`config.mk`:
```
export PLATFORM = sky130hd
export DESIGN_NAME = tagged_tlb
export DESIGN_NICKNAME = d
export VERILOG_FILES = /design/src/rtl/tlb_pkg.sv /design/src/rtl/tlb_entry_array.sv /design/src/rtl/tlb_victim_sel.sv /design/src/rtl/tlb_resp_fsm.sv /design/src/rtl/tagged_tlb.sv
export SDC_FILE = /design/constraint.sdc
export NUM_CORES = 1
export LEC_CHECK = 0
export BUFFER_PORTS_ARGS = -buffer_cell sky130_fd_sc_hd__clkbuf_2
export CAP_MARGIN = 10
export CELL_PAD_IN_SITES_DETAIL_PLACEMENT = 0
export CELL_PAD_IN_SITES_GLOBAL_PLACEMENT = 2
export CORE_AREA = 5 5 301 303
export DETAILED_ROUTE_END_ITERATION = 8
export DIE_AREA = 0 0 306 308
export PLACE_DENSITY = 0.65
export SLEW_MARGIN = 20
export SYNTH_ARGS = -nofsm -noshare
export SYNTH_HDL_FRONTEND = slang
export SYNTH_SLANG_ARGS = --single-unit
```
`constraint.sdc`:
```
create_clock -name clk -period 3.4 [get_ports clk]
set_input_delay 0.17 -clock clk [delete_from_list [all_inputs] [get_ports clk]]
set_output_delay 0.17 -clock clk [all_outputs]
set_load 0.02 [all_outputs]
```
`src/rtl/tlb_pkg.sv`:
```
package tlb_pkg;
    typedef enum logic [1:0] {
        RS_IDLE   = 2'd0,
        RS_HIT    = 2'd1,
        RS_MISS   = 2'd2,
        RS_WFAULT = 2'd3
    } resp_state_e;
endpackage

```
`src/rtl/tlb_entry_array.sv`:
```
module tlb_entry_array #(
    parameter int N       = 8,
    parameter int VPN_W   = 20,
    parameter int PFN_W   = 20,
    parameter int PID_W   = 8,
    parameter int LG_BITS = 9,
    localparam int IDX_W  = (N > 1) ? $clog2(N) : 1
) (
    input  logic              clk,
    input  logic              rst_n,
    input  logic [VPN_W-1:0]  lk_vpn,
    input  logic [PID_W-1:0]  lk_pid,
    input  logic [VPN_W-1:0]  fl_vpn,
    input  logic [PID_W-1:0]  fl_pid,
    input  logic              fl_large,
    input  logic [PFN_W-1:0]  fl_pfn,
    input  logic              fl_wr,
    input  logic [VPN_W-1:0]  iv_vpn,
    input  logic [PID_W-1:0]  iv_pid,
    input  logic              wr_en,
    input  logic [IDX_W-1:0]  wr_idx,
    input  logic              clr_inv,
    input  logic              clr_all,
    output logic [N-1:0]      valid_o,
    output logic [N-1:0]      fl_ovl_o,
    output logic              lk_any_o,
    output logic [PFN_W-1:0]  lk_pfn_o,
    output logic              lk_large_o,
    output logic              lk_wr_o
);
    logic [N-1:0]     e_valid;
    logic [PID_W-1:0] e_pid   [N];
    logic [VPN_W-1:0] e_vpn   [N];
    logic [PFN_W-1:0] e_pfn   [N];
    logic [N-1:0]     e_large;
    logic [N-1:0]     e_wr;

    logic [N-1:0] lk_match;
    logic [N-1:0] iv_match;
    logic [N-1:0] fl_match;

    function automatic logic page_match(
        input logic             v,
        input logic [PID_W-1:0] ep,
        input logic [VPN_W-1:0] ev,
        input logic             el,
        input logic [PID_W-1:0] p,
        input logic [VPN_W-1:0] q,
        input logic             wide
    );
        logic up_eq;
        logic lo_eq;
        up_eq = (ev[VPN_W-1:LG_BITS] == q[VPN_W-1:LG_BITS]);
        lo_eq = (ev[LG_BITS-1:0] == q[LG_BITS-1:0]);
        return v && (ep == p) && up_eq && (el || wide || lo_eq);
    endfunction

    // one comparator set per entry, all evaluated in parallel
    for (genvar g = 0; g < N; g++) begin : g_cmp
        assign lk_match[g] = page_match(e_valid[g], e_pid[g], e_vpn[g], e_large[g],
                                        lk_pid, lk_vpn, 1'b0);
        assign iv_match[g] = page_match(e_valid[g], e_pid[g], e_vpn[g], e_large[g],
                                        iv_pid, iv_vpn, 1'b0);
        assign fl_match[g] = page_match(e_valid[g], e_pid[g], e_vpn[g], e_large[g],
                                        fl_pid, fl_vpn, fl_large);
    end

    always_ff @(posedge clk or negedge rst_n) begin
        if (!rst_n) begin
            e_valid <= '0;
            e_large <= '0;
            e_wr    <= '0;
            for (int i = 0; i < N; i++) begin
                e_pid[i] <= '0;
                e_vpn[i] <= '0;
                e_pfn[i] <= '0;
            end
        end else begin
            for (int i = 0; i < N; i++) begin
                if (clr_all) begin
                    e_valid[i] <= 1'b0;
                end else if (clr_inv) begin
                    if (iv_match[i]) e_valid[i] <= 1'b0;
                end else if (wr_en && (wr_idx == IDX_W'(i))) begin
                    e_valid[i] <= 1'b1;
                    e_pid[i]   <= fl_pid;
                    e_vpn[i]   <= fl_vpn;
                    e_pfn[i]   <= fl_pfn;
                    e_large[i] <= fl_large;
                    e_wr[i]    <= fl_wr;
                end else if (wr_en && fl_match[i]) begin
                    e_valid[i] <= 1'b0;
                end
            end
        end
    end

    always_comb begin
        lk_pfn_o   = '0;
        lk_large_o = 1'b0;
        lk_wr_o    = 1'b0;
        for (int i = 0; i < N; i++) begin
            lk_pfn_o   = lk_pfn_o | ({PFN_W{lk_match[i]}} & e_pfn[i]);
            lk_large_o = lk_large_o | (lk_match[i] & e_large[i]);
            lk_wr_o    = lk_wr_o | (lk_match[i] & e_wr[i]);
        end
    end

    assign lk_any_o = |lk_match;
    assign valid_o  = e_valid;
    assign fl_ovl_o = fl_match;

    AST_FLUSH_EMPTIES: assert property (@(posedge clk) disable iff (!rst_n)
        clr_all |=> (valid_o == '0));
    AST_SINGLE_MATCH: assert property (@(posedge clk) disable iff (!rst_n)
        $onehot0(lk_match));
    AST_WRITE_LANDS: assert property (@(posedge clk) disable iff (!rst_n)
        (wr_en && !clr_all && !clr_inv) |=> valid_o[$past(wr_idx)]);
    AST_PURGE_REMOVES: assert property (@(posedge clk) disable iff (!rst_n)
        clr_inv |=> ((valid_o & $past(iv_match)) == '0));
endmodule

```
`src/rtl/tlb_victim_sel.sv`:
```
module tlb_victim_sel #(
    parameter int N      = 8,
    localparam int IDX_W = (N > 1) ? $clog2(N) : 1
) (
    input  logic             clk,
    input  logic             rst_n,
    input  logic [N-1:0]     valid,
    input  logic [N-1:0]     ovl,
    input  logic             fill_en,
    output logic [IDX_W-1:0] idx_o
);
    logic [IDX_W-1:0] rr_ptr;
    logic [IDX_W-1:0] ovl_idx;
    logic [IDX_W-1:0] free_idx;
    logic             use_rr;

    always_comb begin
        ovl_idx  = '0;
        free_idx = '0;
        for (int i = N - 1; i >= 0; i--) begin
            if (ovl[i])   ovl_idx  = IDX_W'(i);
            if (!valid[i]) free_idx = IDX_W'(i);
        end
    end

    assign use_rr = !(|ovl) && (&valid);

    always_comb begin
        if (|ovl)        idx_o = ovl_idx;
        else if (!use_rr) idx_o = free_idx;
        else             idx_o = rr_ptr;
    end

    always_ff @(posedge clk or negedge rst_n) begin
        if (!rst_n) begin
            rr_ptr <= '0;
        end else if (fill_en && use_rr) begin
            rr_ptr <= (rr_ptr == IDX_W'(N - 1)) ? '0 : rr_ptr + 1'b1;
        end
    end

    AST_PTR_IN_RANGE: assert property (@(posedge clk) disable iff (!rst_n)
        32'(rr_ptr) < N);
    AST_PTR_HOLDS: assert property (@(posedge clk) disable iff (!rst_n)
        !fill_en |=> $stable(rr_ptr));
endmodule

```
`src/rtl/tlb_resp_fsm.sv`:
```
module tlb_resp_fsm
    import tlb_pkg::*;
#(
    parameter int PA_W = 32
) (
    input  logic            clk,
    input  logic            rst_n,
    input  logic            req,
    input  logic            hit,
    input  logic            writable,
    input  logic            store,
    input  logic [PA_W-1:0] paddr_in,
    output logic            hit_o,
    output logic            miss_o,
    output logic            wfault_o,
    output logic [PA_W-1:0] paddr_o
);
    resp_state_e state;
    resp_state_e state_nxt;
    logic [PA_W-1:0] pa_q;

    always_comb begin
        if (!req)                     state_nxt = RS_IDLE;
        else if (!hit)                state_nxt = RS_MISS;
        else if (store && !writable)  state_nxt = RS_WFAULT;
        else                          state_nxt = RS_HIT;
    end

    always_ff @(posedge clk or negedge rst_n) begin
        if (!rst_n) begin
            state <= RS_IDLE;
            pa_q  <= '0;
        end else begin
            state <= state_nxt;
            pa_q  <= (state_nxt == RS_HIT) ? paddr_in : '0;
        end
    end

    always_comb begin
        hit_o    = 1'b0;
        miss_o   = 1'b0;
        wfault_o = 1'b0;
        paddr_o  = '0;
        unique case (state)
            RS_IDLE:   ;
            RS_HIT: begin
                hit_o   = 1'b1;
                paddr_o = pa_q;
            end
            RS_MISS:   miss_o   = 1'b1;
            RS_WFAULT: wfault_o = 1'b1;
            default:   ;
        endcase
    end

    AST_FAULT_FROM_STORE: assert property (@(posedge clk) disable iff (!rst_n)
        wfault_o |-> $past(store));
    AST_PA_ZERO_OFF_HIT: assert property (@(posedge clk) disable iff (!rst_n)
        !hit_o |-> (paddr_o == '0));
endmodule

```
`src/rtl/tagged_tlb.sv`:
```
module tagged_tlb #(
    parameter int VA_W        = 32,
    parameter int PA_W        = 32,
    parameter int PID_W       = 8,
    parameter int ENTRIES     = 8,
    parameter int PAGE_SHIFT  = 12,
    parameter int LARGE_SHIFT = 21,
    localparam int VPN_W      = VA_W - PAGE_SHIFT,
    localparam int PFN_W      = PA_W - PAGE_SHIFT
) (
    input  logic              clk,
    input  logic              rst_n,
    input  logic              lk_valid,
    input  logic [VA_W-1:0]   lk_vaddr,
    input  logic [PID_W-1:0]  lk_pid,
    input  logic              lk_store,
    output logic              rs_hit,
    output logic              rs_miss,
    output logic              rs_wfault,
    output logic [PA_W-1:0]   rs_paddr,
    input  logic              fill_valid,
    input  logic [VPN_W-1:0]  fill_vpn,
    input  logic [PID_W-1:0]  fill_pid,
    input  logic [PFN_W-1:0]  fill_pfn,
    input  logic              fill_large,
    input  logic              fill_writable,
    input  logic              inv_one,
    input  logic [VPN_W-1:0]  inv_vpn,
    input  logic [PID_W-1:0]  inv_pid,
    input  logic              inv_all
);
    localparam int LG_BITS = LARGE_SHIFT - PAGE_SHIFT;
    localparam int IDX_W   = (ENTRIES > 1) ? $clog2(ENTRIES) : 1;
    localparam logic [PA_W-1:0] SMALL_MASK = PA_W'((64'd1 << PAGE_SHIFT) - 64'd1);
    localparam logic [PA_W-1:0] LARGE_MASK = PA_W'((64'd1 << LARGE_SHIFT) - 64'd1);

    logic [ENTRIES-1:0] valid;
    logic [ENTRIES-1:0] fl_ovl;
    logic               lk_any;
    logic [PFN_W-1:0]   lk_pfn;
    logic               lk_large;
    logic               lk_wr;
    logic [IDX_W-1:0]   wr_idx;
    logic               clr_inv;
    logic               wr_en;
    logic [PA_W-1:0]    frame_base;
    logic [PA_W-1:0]    va_low;
    logic [PA_W-1:0]    pa_next;

    // update priority: flush-all, then single purge, then refill
    assign clr_inv = inv_one && !inv_all;
    assign wr_en   = fill_valid && !inv_all && !inv_one;

    tlb_entry_array #(
        .N(ENTRIES), .VPN_W(VPN_W), .PFN_W(PFN_W), .PID_W(PID_W), .LG_BITS(LG_BITS)
    ) i_array (
        .clk(clk), .rst_n(rst_n),
        .lk_vpn(lk_vaddr[VA_W-1:PAGE_SHIFT]), .lk_pid(lk_pid),
        .fl_vpn(fill_vpn), .fl_pid(fill_pid), .fl_large(fill_large),
        .fl_pfn(fill_pfn), .fl_wr(fill_writable),
        .iv_vpn(inv_vpn), .iv_pid(inv_pid),
        .wr_en(wr_en), .wr_idx(wr_idx), .clr_inv(clr_inv), .clr_all(inv_all),
        .valid_o(valid), .fl_ovl_o(fl_ovl), .lk_any_o(lk_any),
        .lk_pfn_o(lk_pfn), .lk_large_o(lk_large), .lk_wr_o(lk_wr)
    );

    tlb_victim_sel #(.N(ENTRIES)) i_victim (
        .clk(clk), .rst_n(rst_n), .valid(valid), .ovl(fl_ovl),
        .fill_en(wr_en), .idx_o(wr_idx)
    );

    assign frame_base = {lk_pfn, {PAGE_SHIFT{1'b0}}};
    assign va_low     = PA_W'(lk_vaddr[LARGE_SHIFT-1:0]);
    assign pa_next    = lk_large ? ((frame_base & ~LARGE_MASK) | (va_low & LARGE_MASK))
                                 : ((frame_base & ~SMALL_MASK) | (va_low & SMALL_MASK));

    tlb_resp_fsm #(.PA_W(PA_W)) i_resp (
        .clk(clk), .rst_n(rst_n), .req(lk_valid), .hit(lk_any),
        .writable(lk_wr), .store(lk_store), .paddr_in(pa_next),
        .hit_o(rs_hit), .miss_o(rs_miss), .wfault_o(rs_wfault), .paddr_o(rs_paddr)
    );

    AST_ONE_RESULT: assert property (@(posedge clk) disable iff (!rst_n)
        $onehot0({rs_hit, rs_miss, rs_wfault}));
    AST_REQ_GIVES_RESULT: assert property (@(posedge clk) disable iff (!rst_n)
        lk_valid |=> (rs_hit || rs_miss || rs_wfault));
    AST_QUIET_WITHOUT_REQ: assert property (@(posedge clk) disable iff (!rst_n)
        !lk_valid |=> !(rs_hit || rs_miss || rs_wfault));
    AST_FLUSH_THEN_MISS: assert property (@(posedge clk) disable iff (!rst_n)
        inv_all ##1 lk_valid |=> rs_miss);
endmodule

```
==> impl_metrics.py, run 1 <==
metrics = {
    "floorplanning": {
        "num_rows": 109,
        "die_y_um": 308,
        "io_pins": 160,
        "initial_core_util": 0.2974,
        "die_w_um": 306,
        "dieArea_um2": 94250,
        "coreArea_um2": 87690,
    },
    "global_route": {
        "use_met2": 0.3740,
        "grt_usage": 0.2200,
        "met3_usage": 0.03317,
        "grt_pass1_wl_um": 152900,
        "antenna_found_initial": 4,
        "grt-ovfl-total": 0,
        "grt_pass1_vias": 21240,
        "global_route.usage.met1": 0.2915,
        "busiest_layer": "met2",
        "grt_max_degree": 108,
    },
    "hold_path": {
        "min_path_type": "in2reg",
        "whs_path_depth": 3,
        "worstHoldStart": "fill_vpn[10]",
        "hold_path_end": "i_array.e_vpn[50]",
    },
    "timing": {
        "fin_ws_ns": -0.02252,
        "rsz0062_at_grt": "true",
        "hold_viol": 0,
        "finalCritPeriodShare": 1.007,
        "maxSlewHeadroom": 0.3424,
        "fin_crit_ns": 3.423,
        "tightest_slew_ns": 0.9820,
        "setup_viol": 31,
        "clock.fmax_mhz": 292.2,
        "fin_worst_skew_ns": 0.06135,
        "hold_slack_ns": 0.02861,
        "finalMaxSlewViolations": 0,
    },
    "logic_synthesis": {
        "yosysSeqAreaShare": 0.4269,
        "synthesis.nets": 2378,
        "yosysTopAreaCell": "dfrtp_1",
        "ys.flop_type": "dfrtp_1",
        "synth_seq_cells": 445,
        "synth.area.top_cells": "dfrtp_1, mux2_2, xor2_1",
        "synth_cells": 2251,
        "yosysWarnings": 0,
        "async_reset_ff_frac": 1.000,
        "synthesis.area_um2": 26080,
        "synthTopCellsByCount": "dfrtp_1, xor2_1, xnor2_1",
        "yosysMostFrequentCell": "dfrtp_1",
        "synth_edf_count": 0,
        "synth_top_area_frac": 0.4269,
        "syn_avg_cell_area_um2": 11.59,
        "yosysUniqueCellTypes": 50,
    },
    "finish": {
        "final_util": 0.4006,
        "finalNetCount": 2892,
        "syn_to_final_growth_pct": 34.67,
        "drive_gt1_frac": 0.3820,
    },
    "detailed_routing": {
        "drc_errors": 0,
        "wl_per_cell_um": 28.18,
        "drt-pass1-iter-count": 5,
        "drtIter0Drc": 1367,
        "vias": 20520,
        "avgViaCountPerCell": 5.158,
        "wl_um": 112100,
        "ant_nets": 0,
    },
    "clocking": {
        "cts.htree.levels": 2,
        "numCtsBuffers": 55,
        "clock-sinks": 445,
        "cts_root_buf": "clkbuf_16",
        "clk_path_buf_depth": 3,
        "cts_tree": "done",
        "clk_pin_slew_ns": 0.07,
        "clock_latency_ns": 0.65,
    },
    "setup_path": {
        "r2r_end": "i_array.e_pfn[31]",
        "regToRegSetupSlack_ns": -0.02,
        "cp_num_cells": 13,
        "cp-start-kind": "flop",
        "worstRegToRegCells": 13,
        "critical_path.max_fanout": 10,
        "cp-end-kind": "flop",
        "worst-endpoint-arrival_ns": 3.95,
        "crit_family": "simple AND/OR/NAND/NOR gates",
        "cp_cell_sequence": "xor2_1 > nor4_4 > nand3_4 > nor4_4 > buf_4 > nor4_2 > buf_4 > a211oi_4 > buf_4 > nor4b_4 > buf_4 > buf_16 > mux2_2",
        "max_stage_delay_ns": 0.40,
        "crit_top_cell": "buf_4",
        "crit_type": "reg2reg",
        "cp.required_ns": 3.93,
        "slowest_stage": "dfrtp_1",
        "cp_num_buf_inv": 5,
        "r2r-start": "i_array.e_vpn[73]",
    },
    "placed_design": {
        "gp_congestion": 0.9153,
        "dp_slack_ns": -0.5343,
        "dp_hpwl_um": 75500,
        "io_buffers": 159,
    },
    "power": {
        "leakage_nw": 16.61,
        "power.density_nw_per_um2": 426.5,
        "p_total_mw": 14.98,
        "worst_ir_drop_vdd_mv": 0.4742,
    },
    "status": {
        "outcome": "complete, but fails checks",
        "violations": "negative setup slack",
    },
    "job": {
        "drv_cap": 0,
    },
}
## tightest hold or removal path, stage by stage
cell and delay [ns]:
clkbuf_2 0.11, buf_12 0.15, mux2_4 0.15
## cells in the final DEF (no fill, tap or decap), types with 39 or more instances in the layout
master         count
dfrtp_1          445
xor2_1           369
buf_4            334
xnor2_1          298
mux2_2           208
clkbuf_2         155
mux2_4           131
nor4_1            76
clkbuf_16         75
nand4_1           72
a22oi_1           65
mux2_1            64
and2_1            57
dlygate4sd3_1     50
buf_12            47
nand2_1           39
## how the worst max path moves through the flow
stage,from,to
final,i_array.e_vpn[73],i_array.e_pfn[31]
after CTS,i_array.e_vpn[66],i_array.e_pid[10]
after global routing,i_array.e_vpn[12],i_array.e_pfn[54]
after global placement,fill_vpn[5],i_array.e_vpn[139]
after detailed placement,fill_vpn[5],i_array.e_vpn[139]
after floorplan,i_array.e_vpn[144],i_array.e_pfn[143]
## timing repair
action,4_1_cts,5_1_grt
endpoints found under the setup margin,408,414
pin swaps,16,21
setup buffers,21,13
hold endpoints to repair,277,0
gates resized for setup,35,187
hold buffers,51,0
cloned,6,27
## sequential cells by signal (all words and copies together) (netlist names)
| name | cells |
|---|---|
| i_array.e_vpn | 160 |
| i_resp.pa_q | 32 |
| i_array.e_large | 8 |
| i_array.valid_o | 8 |
| i_array.e_pid | 64 |
| i_array.e_wr | 8 |
| i_victim.rr_ptr | 3 |
| i_array.e_pfn | 160 |
| i_resp.state | 2 |
## routing by layer
metal,wire [µm],part of all wire
met1,47790,0.43
met2,53420,0.48
met3,6448,0.058
met4,4461,0.040
met5,0,0
## logic make-up (layout without fill, tap and decap cells)
kind of cell | after synthesis | in the layout | synth area share
adders and majority gates | 2 | 2 | 0.0009593
xor gates and xnor gates | 672 | 672 | 0.2257
DFF | 445 | 445 | 0.4269
muxes | 403 | 403 | 0.1740
other | 0 | 4 | 0
AOI/OAI and AO/OA | 161 | 161 | 0.04859
and+or+nand+nor | 384 | 384 | 0.08788
buffers and inverters | 184 | 742 | 0.03598
## report_power, final
group	leakage, nW	switching, mW	internal, mW
clock network	0.959	2.52	3.77
logic	9.63	1.43	1.31
registers	6.02	0.291	5.66
total	16.6	4.24	10.7
## cell type report
cell class / instances / area [µm²]
antenna: 4 / 10.01
clock buffer: 85 / 1669
clock inverter: 16 / 287.8
fill: 8439 / 52570
inverter: 5 / 18.77
multi-input combinational: 1622 / 14870
sequential: 445 / 11140
tap: 1165 / 1458
timing repair buffer: 636 / 5675
## metrics by stage
stage | cells | TNS (ns) | instance area [µm²]
after floorplan | 2251 | 0 | 26080
after global placement | 3760 | -154.35 | 30750
after detailed placement | 3760 | -164.52 | 30750
after CTS | 3938 | -0.003244 | 33730
after global routing | 3977 | -23.43 | 35120
final | 3978 | -0.2093 | 35130
Note: power is estimated with default switching activity, not from simulation.
==> inputs of run 2 (changes only) <==
==> constraint.sdc (replaced) <==
create_clock -name clk -period 3.4 [get_ports clk]
set_input_delay 0.85 -clock clk [delete_from_list [all_inputs] [get_ports clk]]
set_output_delay 0.85 -clock clk [all_outputs]
set_load 0.02 [all_outputs]
==> impl_metrics.py, run 2 (synthesis results as in run 1) <==
metrics = {
    "status": {
        "outcome": "complete, but fails checks",
        "violations": "negative setup slack",
    },
    "setup_path": {
        "r2r-start": "i_array.e_pid[61]",
        "max_stage_delay_ns": 0.31,
        "cp_cell_sequence": "buf_2 > buf_6 > buf_4 > xor2_1 > nor3_2 > a311oi_4 > nor4_4 > buf_4 > o211ai_1 > a41o_1 > buf_12 > nor4b_4 > buf_4 > buf_8 > buf_12 > mux2_4",
        "cp-start-kind": "input port",
        "critical_path.max_fanout": 8,
        "r2r_end": "i_array.e_pfn[154]",
        "worstRegToRegCells": 11,
        "cp.required_ns": 3.88,
        "regToRegSetupSlack_ns": -0.11,
        "crit_type": "in2reg",
        "crit_top_cell": "buf_4",
        "slowest_stage": "mux2_4",
        "worst-endpoint-arrival_ns": 4.00,
        "cp-end-kind": "flop",
    },
    "finish": {
        "mostFrequentLayoutCells": "dfrtp_1, buf_4, xor2_1",
        "drive_gt1_frac": 0.4185,
        "syn_to_final_growth_pct": 36.97,
        "finalNetCount": 2915,
        "final_common_cell": "dfrtp_1",
        "final_util": 0.4074,
        "fin_cells": 4002,
        "reg_top3": "i_array.e_pfn x160, i_array.e_vpn x160, i_array.e_pid x64",
    },
    "placed_design": {
        "dp_hpwl_um": 74490,
        "dp.cells": 3824,
        "io_buffers": 159,
        "gp_congestion": 0.9077,
    },
    "floorplanning": {
        "die_w_um": 306,
        "coreArea_um2": 87690,
        "io_pins": 160,
        "die_y_um": 308,
        "num_rows": 109,
        "dieArea_um2": 94250,
        "initial_core_util": 0.2974,
    },
    "global_route": {
        "grt-ovfl-total": 0,
        "grt_pass1_vias": 21600,
        "grt_usage": 0.2145,
        "antenna_found_initial": 3,
        "grt_pass1_wl_um": 150900,
        "grt_max_degree": 101,
    },
    "power": {
        "leakage_nw": 16.76,
        "power.density_nw_per_um2": 427.0,
        "sw_frac_of_total": 0.2822,
        "clockPowerShare": 0.435,
        "seqPwrFrac": 0.394,
        "power_frac_comb": 0.171,
        "worst_ir_drop_vdd_mv": 0.4171,
        "p_total_mw": 15.26,
        "p_sw_mw": 4.306,
        "p_int_mw": 10.95,
    },
    "clocking": {
        "cts.htree.levels": 2,
        "clk_pin_slew_ns": 0.06,
        "clock_latency_ns": 0.67,
        "clock-sinks": 445,
        "numCtsBuffers": 57,
        "clk_path_buf_depth": 3,
        "cts_tree": "done",
        "cts_root_buf": "clkbuf_16",
    },
    "detailed_routing": {
        "avgViaCountPerCell": 5.096,
        "drc_errors": 0,
        "drt-pass1-iter-count": 5,
        "ant_nets": 0,
        "wl_um": 108100,
        "drtIter0Drc": 1309,
        "wl_per_cell_um": 27.00,
        "vias": 20390,
    },
    "timing": {
        "fin_worst_skew_ns": 0.08491,
        "setup_viol": 160,
        "hold_viol": 0,
        "finalSetupTns_ns": -5.049,
        "finalMaxSlewViolations": 0,
        "hold_slack_ns": 0.1171,
        "maxSlewHeadroom": 0.5225,
        "rsz0062_at_grt": "true",
        "tightest_slew_ns": 0.7129,
        "fin_crit_ns": 3.523,
        "fin_ws_ns": -0.1227,
        "clock.fmax_mhz": 283.9,
        "finalCritPeriodShare": 1.036,
    },
    "hold_path": {
        "min_path_type": "in2async",
    },
    "job": {
        "drv_cap": 0,
    },
}
==> run 2: critical path, delay by kind of cell <==
kind	cells	cell delay, ns
AND/OR/NAND/NOR	3	0.81
buffers and inverters	8	1.32
AO/OA/AOI/OAI	3	0.54
XOR/XNOR	1	0.15
multiplexers	1	0.31
==> run 2: cell type report <==
class	count	area, µm²
diodes	1	2.502
inverters	5	18.77
multi-input cells	1622	14970
well taps	1165	1458
clock buffers	76	1638
clock inverters	31	450.4
fillers	8491	51970
repair buffers	657	6053
flip-flops and latches	445	11140
==> run 2: metal layers <==
metal  vias up  GRT usage  wire length [µm]
met2       632     0.3611             51740
met5         -          0                27
li1       8957          -                 -
met3       203    0.03296              5677
met4         4    0.07697              4568
met1     10600     0.2817             46050
==> run 2: what timing repair did <==
| item | CTS | global route |
|---|---|---|
| hold buffers | 0 | 0 |
| cloned | 5 | 22 |
| gates resized for setup | 86 | 166 |
| setup endpoints to repair | 408 | 403 |
| setup buffers | 21 | 37 |
| pin swaps | 19 | 38 |
==> run 2: worst max path at each step <==
stage | slack [ns] | start | cells after the start | to
after floorplan | -0.13 | fill_vpn[14] | 10 | i_array.e_wr[6]
after CTS | -0.07 | i_array.e_pid[62] | 13 | i_array.e_pid[56]
final | -0.12 | fill_vpn[6] | 16 | i_array.e_pfn[154]
after detailed placement | -1.17 | fill_vpn[8] | 15 | i_array.e_pfn[71]
after global placement | -1.23 | fill_vpn[8] | 15 | i_array.e_pfn[70]
after global routing | -0.15 | fill_vpn[2] | 16 | i_array.e_pfn[155]
==> run 2: through the flow <==
stage	setup WS, ns	area [µm²]
floorplan	-0.1335	26200
global placement	-1.226	31500
detailed placement	-1.168	31500
CTS	-0.07473	34300
global route	-0.1465	35720
finish	-0.1227	35720
==> run 2: power by group through the flow <==
stage,logic (mW),registers (mW),clock network (mW)
detailed placement,2.42,6.10,0
global placement,2.40,6.08,0
finish,2.61,6.01,6.63
global route,2.79,6.06,6.99
floorplan,1.32,6.05,0
CTS,2.50,6.01,6.78
==> inputs of run 3 (changes only) <==
- CORE_AREA: 5 5 301 303 -> 5 5 359 255
- DIE_AREA: 0 0 306 308 -> 0 0 364 260
- PLACE_DENSITY: 0.65 -> 0.64
- SKIP_CTS_REPAIR_TIMING: default -> 1
==> impl_metrics.py, run 3 (synthesis results as in run 1) <==
metrics = {
    "power": {
        "leakage_nw": 17.22,
        "power.density_nw_per_um2": 409.3,
        "p_total_mw": 14.87,
        "worst_ir_drop_vdd_mv": 0.3790,
    },
    "global_route": {
        "grt_max_degree": 76,
        "grt_pass1_wl_um": 157800,
        "antenna_found_initial": 5,
        "grt-ovfl-total": 0,
        "grt_usage": 0.2330,
        "grt_pass1_vias": 21220,
    },
    "setup_path": {
        "cp.required_ns": 3.90,
        "cp-start-kind": "input port",
        "critical_path.max_fanout": 8,
        "worst-endpoint-arrival_ns": 4.08,
        "cp-end-kind": "flop",
        "crit_type": "in2reg",
    },
    "detailed_routing": {
        "drt-pass1-iter-count": 5,
        "ant_nets": 0,
        "wl_um": 117700,
        "vias": 20760,
        "drtIter0Drc": 1735,
        "avgViaCountPerCell": 5.117,
        "drc_errors": 0,
        "wl_per_cell_um": 29.01,
    },
    "finish": {
        "drive_gt1_frac": 0.4386,
        "reg_top3": "i_array.e_pfn x160, i_array.e_vpn x160, i_array.e_pid x64",
        "mostFrequentLayoutCells": "buf_4, dfrtp_1, xor2_1",
        "finalNetCount": 2977,
        "syn_to_final_growth_pct": 39.32,
        "final_common_cell": "buf_4",
    },
    "clocking": {
        "cts.htree.levels": 2,
        "clk_pin_slew_ns": 0.06,
        "clk_path_buf_depth": 3,
        "clock_latency_ns": 0.65,
        "cts_tree": "done",
        "cts_root_buf": "clkbuf_16",
        "clock-sinks": 445,
        "numCtsBuffers": 50,
    },
    "timing": {
        "finalCritPeriodShare": 1.054,
        "finalMaxSlewViolations": 0,
        "rsz0062_at_grt": "true",
        "setup_viol": 341,
        "fin_ws_ns": -0.1846,
        "clock.fmax_mhz": 279.0,
        "tightest_slew_ns": 0.8814,
        "maxSlewHeadroom": 0.4070,
        "hold_viol": 0,
        "hold_slack_ns": 0.2062,
        "fin_crit_ns": 3.585,
        "fin_worst_skew_ns": 0.04609,
    },
    "placed_design": {
        "dp_slack_ns": -1.386,
        "dp_hpwl_um": 87970,
        "io_buffers": 159,
        "gp_congestion": 1.003,
    },
    "status": {
        "outcome": "complete, but fails checks",
        "violations": "negative setup slack",
    },
    "floorplanning": {
        "io_pins": 160,
        "die_w_um": 364,
        "coreArea_um2": 87560,
        "initial_core_util": 0.2979,
        "dieArea_um2": 94640,
        "num_rows": 91,
        "die_y_um": 260,
    },
    "job": {
        "drv_cap": 0,
    },
    "hold_path": {
        "min_path_type": "in2async",
    },
}
==> run 3: worst max-delay path: stages <==
cell and delay, ns:
buf_2 0.22, buf_4 0.22, xnor2_2 0.15, nand4_1 0.34, nor3_4 0.37, buf_6 0.16
o311ai_4 0.12, buf_4 0.18, nand4_4 0.10, nor3b_4 0.06, buf_12 0.16, nor4b_4 0.27
buf_6 0.18, buf_12 0.18, buf_12 0.16, mux2_4 0.30
==> run 3: area by class of cell <==
class,count,area [µm²]
clock buffer,70,1446
antenna,4,10.01
timing repair buffer,726,6454
sequential,445,11140
fill,8355,51220
clock inverter,23,306.5
inverter,5,18.77
tap,1162,1454
multi-input combinational,1622,15510
==> run 3: path summary, 6_finish.rpt <==
| kind | startpoint | to | slack (ns) | depth (start not counted) |
|---|---|---|---|---|
| min reg2reg | i_array.e_pfn[82] | i_array.e_pfn[82] | 0.50 | 1 |
| max reg2reg | i_array.e_vpn[90] | i_array.e_vpn[78] | -0.14 | 14 |
| min | rst_n | i_array.e_pfn[10] | 0.21 | 1 |
| min in group clk | lk_vaddr[11] | i_resp.pa_q[11] | 0.42 | 2 |
| max | fill_vpn[10] | i_array.e_vpn[78] | -0.18 | 16 |
| max in group asynchronous | rst_n | i_array.e_pid[25] | 2.28 | 2 |
==> run 3: layer usage <==
layer	up-vias	global-route usage	wire (µm)
met4	2	0.06892	3466
met2	773	0.3425	49440
met3	152	0.07183	9830
li1	9103	-	-
met5	-	0	81
met1	10730	0.3288	54870
==> run 3: metrics by stage <==
step | instances | TNS (ns) | util | area [µm²]
final | 4057 | -33.58 | 0.4150 | 36340
after global routing | 4055 | -32.84 | 0.4150 | 36330
after CTS | 4008 | -232.32 | 0.3880 | 33980
after detailed placement | 3915 | -527.53 | 0.3680 | 32220
after global placement | 3915 | -536.48 | 0.3680 | 32220
after floorplan | 2251 | -25.54 | - | 26200
==> run 3: power breakdown <==
group          internal, mW  switching, mW  leakage [nW]
Combinational          1.50           1.56          10.4
Clock                  3.31           2.54         0.847
Sequential             5.65          0.321          6.02
